### src/rtl/dcv_pkg.sv
`timescale 1ns/1ps
package dcv_pkg;
  // Strobes from control to datapath
  typedef struct packed {
    logic shift;  // accept a sample: advance NCO, shift history
    logic eval;   // evaluate filter and load outputs
  } dcvStrobeT;
endpackage

### src/rtl/dcv_nco.sv
`timescale 1ns/1ps
module dcv_nco #(
  parameter int PHASE_W  = 16,
  parameter int LUT_ADDR = 4,
  parameter int LUT_W    = 16
) (
  input  logic                    clk,
  input  logic                    rst,
  input  logic                    advance,
  input  logic [PHASE_W-1:0]      freqWord,
  output logic signed [LUT_W-1:0] cosVal,
  output logic signed [LUT_W-1:0] sinVal
);
  localparam int QPTS  = 1 << LUT_ADDR;
  localparam int ANG_W = LUT_ADDR + 2;
  localparam int AMP   = (1 << (LUT_W - 1)) - 1;
  localparam logic [ANG_W-1:0]  QTR_STEP = ANG_W'(QPTS);
  localparam logic [LUT_ADDR:0] QPTS_L   = (LUT_ADDR + 1)'(QPTS);

  // Rational sine approximation, exact at 0 and a quarter turn
  function automatic logic signed [LUT_W-1:0] sinApprox(input int k);
    longint d, num, den;
    d   = longint'(2 * QPTS);
    num = 16 * longint'(k) * (d - longint'(k));
    den = 5 * d * d - 4 * longint'(k) * (d - longint'(k));
    return LUT_W'((longint'(AMP) * num) / den);
  endfunction

  logic [PHASE_W-1:0]      phase;
  logic [ANG_W-1:0]        angS;
  logic signed [LUT_W-1:0] quarterTab [QPTS+1];
  logic [ANG_W-1:0]        ang [2];
  logic [LUT_ADDR:0]       idx [2];
  logic signed [LUT_W-1:0] mag [2];
  logic signed [LUT_W-1:0] val [2];

  always_ff @(posedge clk) begin
    if (rst)          phase <= '0;
    else if (advance) phase <= phase + freqWord;
  end

  assign angS = phase[PHASE_W-1 -: ANG_W];

  for (genvar k = 0; k <= QPTS; k++) begin : g_tab
    assign quarterTab[k] = sinApprox(k);
  end

  // w = 0 gives sine, w = 1 gives cosine (angle advanced a quarter turn)
  for (genvar w = 0; w < 2; w++) begin : g_look
    assign ang[w] = angS + ((w == 1) ? QTR_STEP : '0);
    assign idx[w] = ang[w][LUT_ADDR] ? (QPTS_L - {1'b0, ang[w][LUT_ADDR-1:0]})
                                     : {1'b0, ang[w][LUT_ADDR-1:0]};
    assign mag[w] = quarterTab[idx[w]];
    assign val[w] = ang[w][ANG_W-1] ? -mag[w] : mag[w];
  end

  assign sinVal = val[0];
  assign cosVal = val[1];

  // phase steps by the frequency word on each accepted sample
  a_r1_phase_step: assert property (@(posedge clk) disable iff (rst)
    ($past(advance) && !$past(rst)) |-> (phase == $past(phase) + $past(freqWord)));

  // on a quadrant boundary exactly one of sine/cosine is zero
  a_r1_quadrant_exact: assert property (@(posedge clk) disable iff (rst)
    (angS[LUT_ADDR-1:0] == '0) |-> ((sinVal == '0) != (cosVal == '0)));
endmodule

### src/rtl/dcv_ctrl.sv
`timescale 1ns/1ps
module dcv_ctrl
  import dcv_pkg::*;
#(
  parameter int DECIM = 8
) (
  input  logic      clk,
  input  logic      rst,
  input  logic      inValid,
  output dcvStrobeT strb
);
  localparam int CNT_W = $clog2(DECIM);
  localparam logic [CNT_W-1:0] LAST_SLOT = CNT_W'(DECIM - 1);

  logic [CNT_W-1:0] count;
  logic             evalQ;

  always_ff @(posedge clk) begin
    if (rst) begin
      count <= '0;
      evalQ <= 1'b0;
    end else begin
      evalQ <= 1'b0;
      if (inValid) begin
        if (count == LAST_SLOT) begin
          count <= '0;
          evalQ <= 1'b1;
        end else begin
          count <= count + 1'b1;
        end
      end
    end
  end

  always_comb begin
    strb.shift = inValid;
    strb.eval  = evalQ;
  end

  // evaluation strobe is a single-cycle pulse
  a_r2_eval_single: assert property (@(posedge clk) disable iff (rst)
    evalQ |=> !evalQ);

  // evaluation only follows an accepted sample
  a_r2_eval_after_input: assert property (@(posedge clk) disable iff (rst)
    evalQ |-> $past(inValid));

  // idle cycles leave the decimation count alone
  a_r9_idle_holds_count: assert property (@(posedge clk) disable iff (rst)
    !inValid |=> $stable(count));
endmodule

### src/rtl/dcv_datapath.sv
`timescale 1ns/1ps
module dcv_datapath
  import dcv_pkg::*;
#(
  parameter int IN_W     = 16,
  parameter int OUT_W    = 16,
  parameter int PHASE_W  = 16,
  parameter int LUT_ADDR = 4,
  parameter int LUT_W    = 16,
  parameter int TAPS     = 16,
  parameter int ROOT2_NUM = 23170,
  parameter int ROOT2_SH  = 14
) (
  input  logic                    clk,
  input  logic                    rst,
  input  dcvStrobeT               strb,
  input  logic                    cfgComplex,
  input  logic                    cfgGainEn,
  input  logic [PHASE_W-1:0]      freqWord,
  input  logic signed [IN_W-1:0]  inData,
  output logic                    outValid,
  output logic signed [OUT_W-1:0] outI,
  output logic signed [OUT_W-1:0] outQ
);
  localparam int LOG_T  = $clog2(TAPS);
  localparam int SUM_W  = IN_W + LOG_T;
  localparam int PROD_W = IN_W + LUT_W;
  localparam int GW     = IN_W + ROOT2_SH + 3;
  localparam logic signed [GW-1:0] ROOT2_K = GW'(ROOT2_NUM);
  localparam logic signed [GW-1:0] SAT_HI  = GW'((longint'(1) << (OUT_W - 1)) - 1);
  localparam logic signed [GW-1:0] SAT_LO  = ~SAT_HI;

  logic signed [LUT_W-1:0]  cosVal, sinVal;
  logic signed [PROD_W-1:0] prodI, prodQ;
  logic signed [IN_W-1:0]   mix [2];
  logic [2*OUT_W-1:0]       outBus;

  dcv_nco #(
    .PHASE_W (PHASE_W),
    .LUT_ADDR(LUT_ADDR),
    .LUT_W   (LUT_W)
  ) nco_i (
    .clk     (clk),
    .rst     (rst),
    .advance (strb.shift),
    .freqWord(freqWord),
    .cosVal  (cosVal),
    .sinVal  (sinVal)
  );

  // Down-conversion: multiply by cosine and negated sine
  assign prodI = PROD_W'(inData) * PROD_W'(cosVal);
  assign prodQ = -(PROD_W'(inData) * PROD_W'(sinVal));

  always_comb begin
    if (cfgComplex) begin
      mix[0] = prodI[LUT_W-1 +: IN_W];
      mix[1] = prodQ[LUT_W-1 +: IN_W];
    end else begin
      mix[0] = inData;
      mix[1] = '0;
    end
  end

  // One lane per path: history, folded boxcar FIR, gain, clamp, output register
  for (genvar p = 0; p < 2; p++) begin : g_lane
    logic signed [IN_W-1:0]  dly [TAPS];
    logic signed [SUM_W-1:0] acc;
    logic signed [IN_W-1:0]  avg;
    logic signed [GW-1:0]    ext, scaled, boosted;
    logic signed [OUT_W-1:0] sat, laneNext, laneReg;

    always_ff @(posedge clk) begin
      if (rst) begin
        for (int k = 0; k < TAPS; k++) dly[k] <= '0;
      end else if (strb.shift) begin
        dly[0] <= mix[p];
        for (int k = 1; k < TAPS; k++) dly[k] <= dly[k-1];
      end
    end

    // Symmetric taps are pre-added in pairs before the sum
    always_comb begin
      acc = '0;
      for (int k = 0; k < TAPS / 2; k++)
        acc = acc + SUM_W'(dly[k]) + SUM_W'(dly[TAPS-1-k]);
    end

    assign avg    = acc[SUM_W-1:LOG_T];
    assign ext    = GW'(avg);
    assign scaled = ext * ROOT2_K;

    always_comb begin
      if (cfgGainEn && cfgComplex) boosted = ext + ext;
      else if (cfgGainEn)          boosted = scaled >>> ROOT2_SH;
      else                         boosted = ext;
    end

    always_comb begin
      if (boosted > SAT_HI)      sat = SAT_HI[OUT_W-1:0];
      else if (boosted < SAT_LO) sat = SAT_LO[OUT_W-1:0];
      else                       sat = boosted[OUT_W-1:0];
    end

    assign laneNext = ((p == 1) && !cfgComplex) ? '0 : sat;

    always_ff @(posedge clk) begin
      if (rst)            laneReg <= '0;
      else if (strb.eval) laneReg <= laneNext;
    end

    assign outBus[p*OUT_W +: OUT_W] = laneReg;
  end

  always_ff @(posedge clk) begin
    if (rst) outValid <= 1'b0;
    else     outValid <= strb.eval;
  end

  assign outI = outBus[OUT_W-1:0];
  assign outQ = outBus[2*OUT_W-1:OUT_W];

  // output strobe never lasts two cycles
  a_r2_valid_pulse: assert property (@(posedge clk) disable iff (rst)
    outValid |=> !outValid);

  // no output in the first cycle after reset
  a_r8_quiet_after_reset: assert property (@(posedge clk) disable iff (rst)
    $past(rst) |-> !outValid);

  // real mode leaves Q at zero
  a_r5_real_q_zero: assert property (@(posedge clk) disable iff (rst)
    (outValid && !$past(cfgComplex)) |-> (outQ == '0));

  // doubled, unclamped I results are even
  a_r4_double_even: assert property (@(posedge clk) disable iff (rst)
    (outValid && $past(cfgComplex && cfgGainEn) && (outI != SAT_HI[OUT_W-1:0]))
      |-> !outI[0]);
endmodule

### src/rtl/dual_mode_ddc.sv
`timescale 1ns/1ps
module dual_mode_ddc
  import dcv_pkg::*;
#(
  parameter int IN_W     = 16,
  parameter int OUT_W    = 16,
  parameter int PHASE_W  = 16,
  parameter int LUT_ADDR = 4,
  parameter int LUT_W    = 16,
  parameter int TAPS     = 16,
  parameter int DECIM    = 8
) (
  input  logic                    clk,
  input  logic                    rst,
  input  logic                    cfgComplex,
  input  logic                    cfgGainEn,
  input  logic [PHASE_W-1:0]      cfgFreqWord,
  input  logic                    inValid,
  input  logic signed [IN_W-1:0]  inData,
  output logic                    outValid,
  output logic signed [OUT_W-1:0] outI,
  output logic signed [OUT_W-1:0] outQ
);
  dcvStrobeT strb;

  dcv_ctrl #(.DECIM(DECIM)) ctrl_i (
    .clk    (clk),
    .rst    (rst),
    .inValid(inValid),
    .strb   (strb)
  );

  dcv_datapath #(
    .IN_W    (IN_W),
    .OUT_W   (OUT_W),
    .PHASE_W (PHASE_W),
    .LUT_ADDR(LUT_ADDR),
    .LUT_W   (LUT_W),
    .TAPS    (TAPS)
  ) dp_i (
    .clk       (clk),
    .rst       (rst),
    .strb      (strb),
    .cfgComplex(cfgComplex),
    .cfgGainEn (cfgGainEn),
    .freqWord  (cfgFreqWord),
    .inData    (inData),
    .outValid  (outValid),
    .outI      (outI),
    .outQ      (outQ)
  );
endmodule

### config.mk
export PLATFORM = sky130hd
export DESIGN_NAME = dual_mode_ddc
export DESIGN_NICKNAME = d
export VERILOG_FILES = /design/src/rtl/dcv_pkg.sv /design/src/rtl/dcv_nco.sv /design/src/rtl/dcv_ctrl.sv /design/src/rtl/dcv_datapath.sv /design/src/rtl/dual_mode_ddc.sv
export SDC_FILE = /design/constraint.sdc
export NUM_CORES = 2
export LEC_CHECK = 0
export ABC_CLOCK_PERIOD_IN_PS = 39800
export BUFFER_PORTS_ARGS = -buffer_cell sky130_fd_sc_hd__buf_4
export CAP_MARGIN = 10
export CORE_ASPECT_RATIO = 1.1
export CORE_MARGIN = 2
export CORE_UTILIZATION = 50
export DETAILED_ROUTE_END_ITERATION = 7
export PLACE_DENSITY = 0.7
export SLEW_MARGIN = 20
export SYNTH_ARGS = -nofsm -noshare
export SYNTH_HDL_FRONTEND = slang
export SYNTH_SLANG_ARGS = --single-unit
### constraint.sdc
create_clock -name clk -period 39.8 [get_ports clk]
set_input_delay 1.99 -clock clk [delete_from_list [all_inputs] [get_ports clk]]
set_output_delay 1.99 -clock clk [all_outputs]
set_load 0.005 [all_outputs]
==> metrics.md <==
| Metric | Value |
|---|---|
| Post-cts resize count | `0` |
| Critical path's largest stage delay | `0.53 ns` |
| Number of hold violations in the final report | `0` |
| Yosys Warn Count | `0` |
| CTS Root Cell | `clkbuf_16` |
| Slew Viols, Final | `0` |
| Time the worst path needs with I/O delays and setup | `14.58 ns` |
| Minimum setup slack among reg-to-reg paths | `25.22 ns` |
| DRC violation count after routing | `0` |
| First-pass iteration count of the detailed router | `5` |
| CTS tree | `yes` |
| Std-Cell Core Area | `125,000 um^2` |
| Synthesis-to-layout area growth | `7.18%` |
| Max FO, Critical Path | `12` |
| Sequential area share after synthesis | `26.3%` |
| Maximum clock rate | `0.0686 GHz` |
| Result of the run | `complete, no violations` |
| Multiplexer area fraction after synthesis | `0.718%` |
| Number of hold buffers added after cts | `0` |
| Post-synthesis simple-gate area fraction | `12.6%` |
| Via count of the first global-routing pass | `42,400` |
| Most common cell after layout, fill and taps aside | `inv_1` |
| Unrepaired setup endpoints after global routing | `false` |
| Most frequent cells in the layout | `1,114 x inv_1, 1,062 x fa_1, 519 x ha_1` |
| Number of nets still failing antenna checks after routing | `0` |
| First-pass GRT wire length | `220,000 um` |
| Count of pins on the block boundary | `70` |
| Initial antenna violation count | `6` |
| Count of clock tree sinks | `565` |
| Synth Area in Adders | `44.4%` |
| Gp weighted congestion | `0.877` |
| Area contributors post-synth | `fa_1 34%, edfxtp_1 25%, ha_1 10%` |
| FFs w/ async S/R, synth | `0%` |
| Arrival time of data at the critical path endpoint | `15.15 ns` |
| Final Setup Violations | `0` |
| Die ar. | `128,000 um^2` |
| Post-synthesis area per instance | `11.0 um^2` |
| Type of the most critical hold path | `register to register` |
| Share of post-route cells with drive strength above 1 | `4.80%` |
| WL per Instance | `18.0 um` |
| Final wirelength | `133,000 um` |
| Post-synth design cell area | `62,500 um^2` |
| Overall die width | `341 um` |
| Vias per std cell | `5.28` |
| Clock transition at the registers of the reported paths | `0.07 ns` |
| Transition time at the pin with the least slew margin | `1.12 ns` |
| CP Capture Type | `register` |
| Maximum capacitance violations | `0` |
| Parity-gate share of the synthesized area counting xor and xnor cells | `2.60%` |
| Via count | `39,000` |
| Placed wire-length estimate after detailed placement | `99,500 um` |
| Yosys top cell by area | `fa_1` |
| Area share of the largest cell type after synthesis | `34.0%` |
| Setup TNS | `0 ns` |
| Number of placement rows | `136` |
| Combinational family with the most area after synthesis | `adder cells` |
| Number of input and output port buffers inserted | `69` |
| Gr usage total | `21.6%` |
| Overflow after GRT | `0` |
| Initial core utilization | `50.2%` |
| Vertical die dimension | `375 um` |
| Number of buffers inserted to repair setup after CTS | `0` |
| Yosys cell types | `84` |
| CP most frequent cell | `fa_1` |
| Final cycle utilization of the critical path | `36.6%` |
| Required @ worst endpoint | `40.37 ns` |
| Total Nets Final | `7,291` |
| Max_slew headroom | `25.2%` |
| Area taken by multi-input logic gates | `41,300 um^2` |
| Number of buffers added by the clock tree synthesis step | `67` |
| Gate count of the mapped netlist | `5,690` |
| Syn_nets | `7,308` |
| Register area | `16,400 um^2` |
| Most common flop cell mapped by yosys | `edfxtp_1` |
| Kind of critical path | `register to register` |
| Crit start category | `register` |
| Total of fill cells in the finished design | `10,600` |
| H-Tree Level Count | `3` |
| Clk_lat worst skew | `0.66 ns` |
| Pin count of the biggest net entering global routing | `272` |
| Number of storage elements in the synthesis netlist | `565` |
| Count of flip-flops with a built-in enable after synthesis | `512` |
| Complex-gate fraction of the synthesized area | `5.56%` |
| Post-route clock skew | `0.0363 ns` |
| Iteration-0 DRC Markers | `2,470` |
| Max clock buf depth | `3` |
| Critical-path cell with the highest stage delay | `fa_1` |
[worst max-delay path: cells and delay by family (launching register included)]
family / cells / cell delay [ns]
adders and majority gates: 17 / 7.25
AOI/OAI and AO/OA: 21 / 4.67
buffers and inverters: 12 / 1.12
and+or+nand+nor: 4 / 0.45
xor gates and xnor gates: 1 / 0.41
DFF: 1 / 0.38
muxes: 1 / 0.25
[cell usage after synthesis, types with 13 or more instances]
cell type and count:
o211ai_1 31, xor2_1 64, o21bai_1 13, nor2b_1 200
ha_1 519, nand2b_1 25, mux2i_1 28, or2_2 24
a21oi_1 132, fa_1 1062, nand3_1 33, nor2_1 210
a31oi_1 22, a211o_1 13, nand4_1 15, a211oi_1 22
clkbuf_1 175, o21ai_0 91, and2_1 518, nand2_1 357
nor3_1 55, o21a_1 28, dfxtp_1 53, edfxtp_1 512
a21o_1 46, xnor2_1 122, inv_1 1115, and3_1 18
[cell families after synthesis]
kind of cell,after synthesis
flip-flops,565
AO/OA/AOI/OAI,517
XOR/XNOR,186
buffers and inverters,1310
adder cells (fa/ha/maj),1581
AND/OR/NAND/NOR,1494
multiplexers,37
[final timing paths]
kind                                               start  depth (start not counted)                          endpoint
setup reg to reg  dp_i.g_lane[0].dly[0][1]$_SDFFCE_PN0P_                         56         dp_i.outI[3]$_SDFFE_PP0P_
hold / removal          dp_i.nco_i.phase[6]$_SDFFE_PP0P_                          2  dp_i.nco_i.phase[6]$_SDFFE_PP0P_
setup / recovery  dp_i.g_lane[0].dly[0][1]$_SDFFCE_PN0P_                         56         dp_i.outI[3]$_SDFFE_PP0P_
hold reg to reg         dp_i.nco_i.phase[6]$_SDFFE_PP0P_                          2  dp_i.nco_i.phase[6]$_SDFFE_PP0P_
[per-layer routing]
layer | global-route usage [%] | wire length [um]
met1 | 29.8 | 58700
met2 | 35.5 | 63200
met3 | 3.01 | 7960
met4 | 6.42 | 3360
met5 | 0 | 0
[state kept, by name (all words and copies together) (netlist names)]
name	flops
dp_i.outI	16
dp_i.g_lane.dly	512
dp_i.outValid	1
dp_i.nco_i.phase	16
ctrl_i.evalQ	1
ctrl_i.count	3
dp_i.outQ	16
[through the flow]
stage | setup WS (ns) | utilization [%] | hold WS (ns) | cells | cell area (um^2)
finish | 25.22 | 53.8 | 0.467 | 7386 | 67000
global route | 24.14 | 53.8 | 0.488 | 7381 | 67000
CTS | 25.31 | 53.8 | 0.467 | 7381 | 67000
detailed placement | 25.35 | 52.1 | 0.456 | 7260 | 64800
global placement | 25.69 | 52.1 | 0.443 | 7260 | 64800
floorplan | 26.54 | - | 0.429 | 5690 | 62500
[final cells by class]
cell class / instances / share of cell area (%)
Antenna cell: 5 / 0.0187
Timing Repair Buffer: 106 / 1.25
Clock buffer: 84 / 2.63
Multi-Input combinational cell: 3815 / 61.6
Tap cell: 1656 / 3.09
Clock inverter: 37 / 0.597
Inverter: 1118 / 6.27
Sequential cell: 565 / 24.5
Power is left out: the tool's default activity adds up to more than one toggle a clock period on the data nets, which glitch-free logic cannot reach.
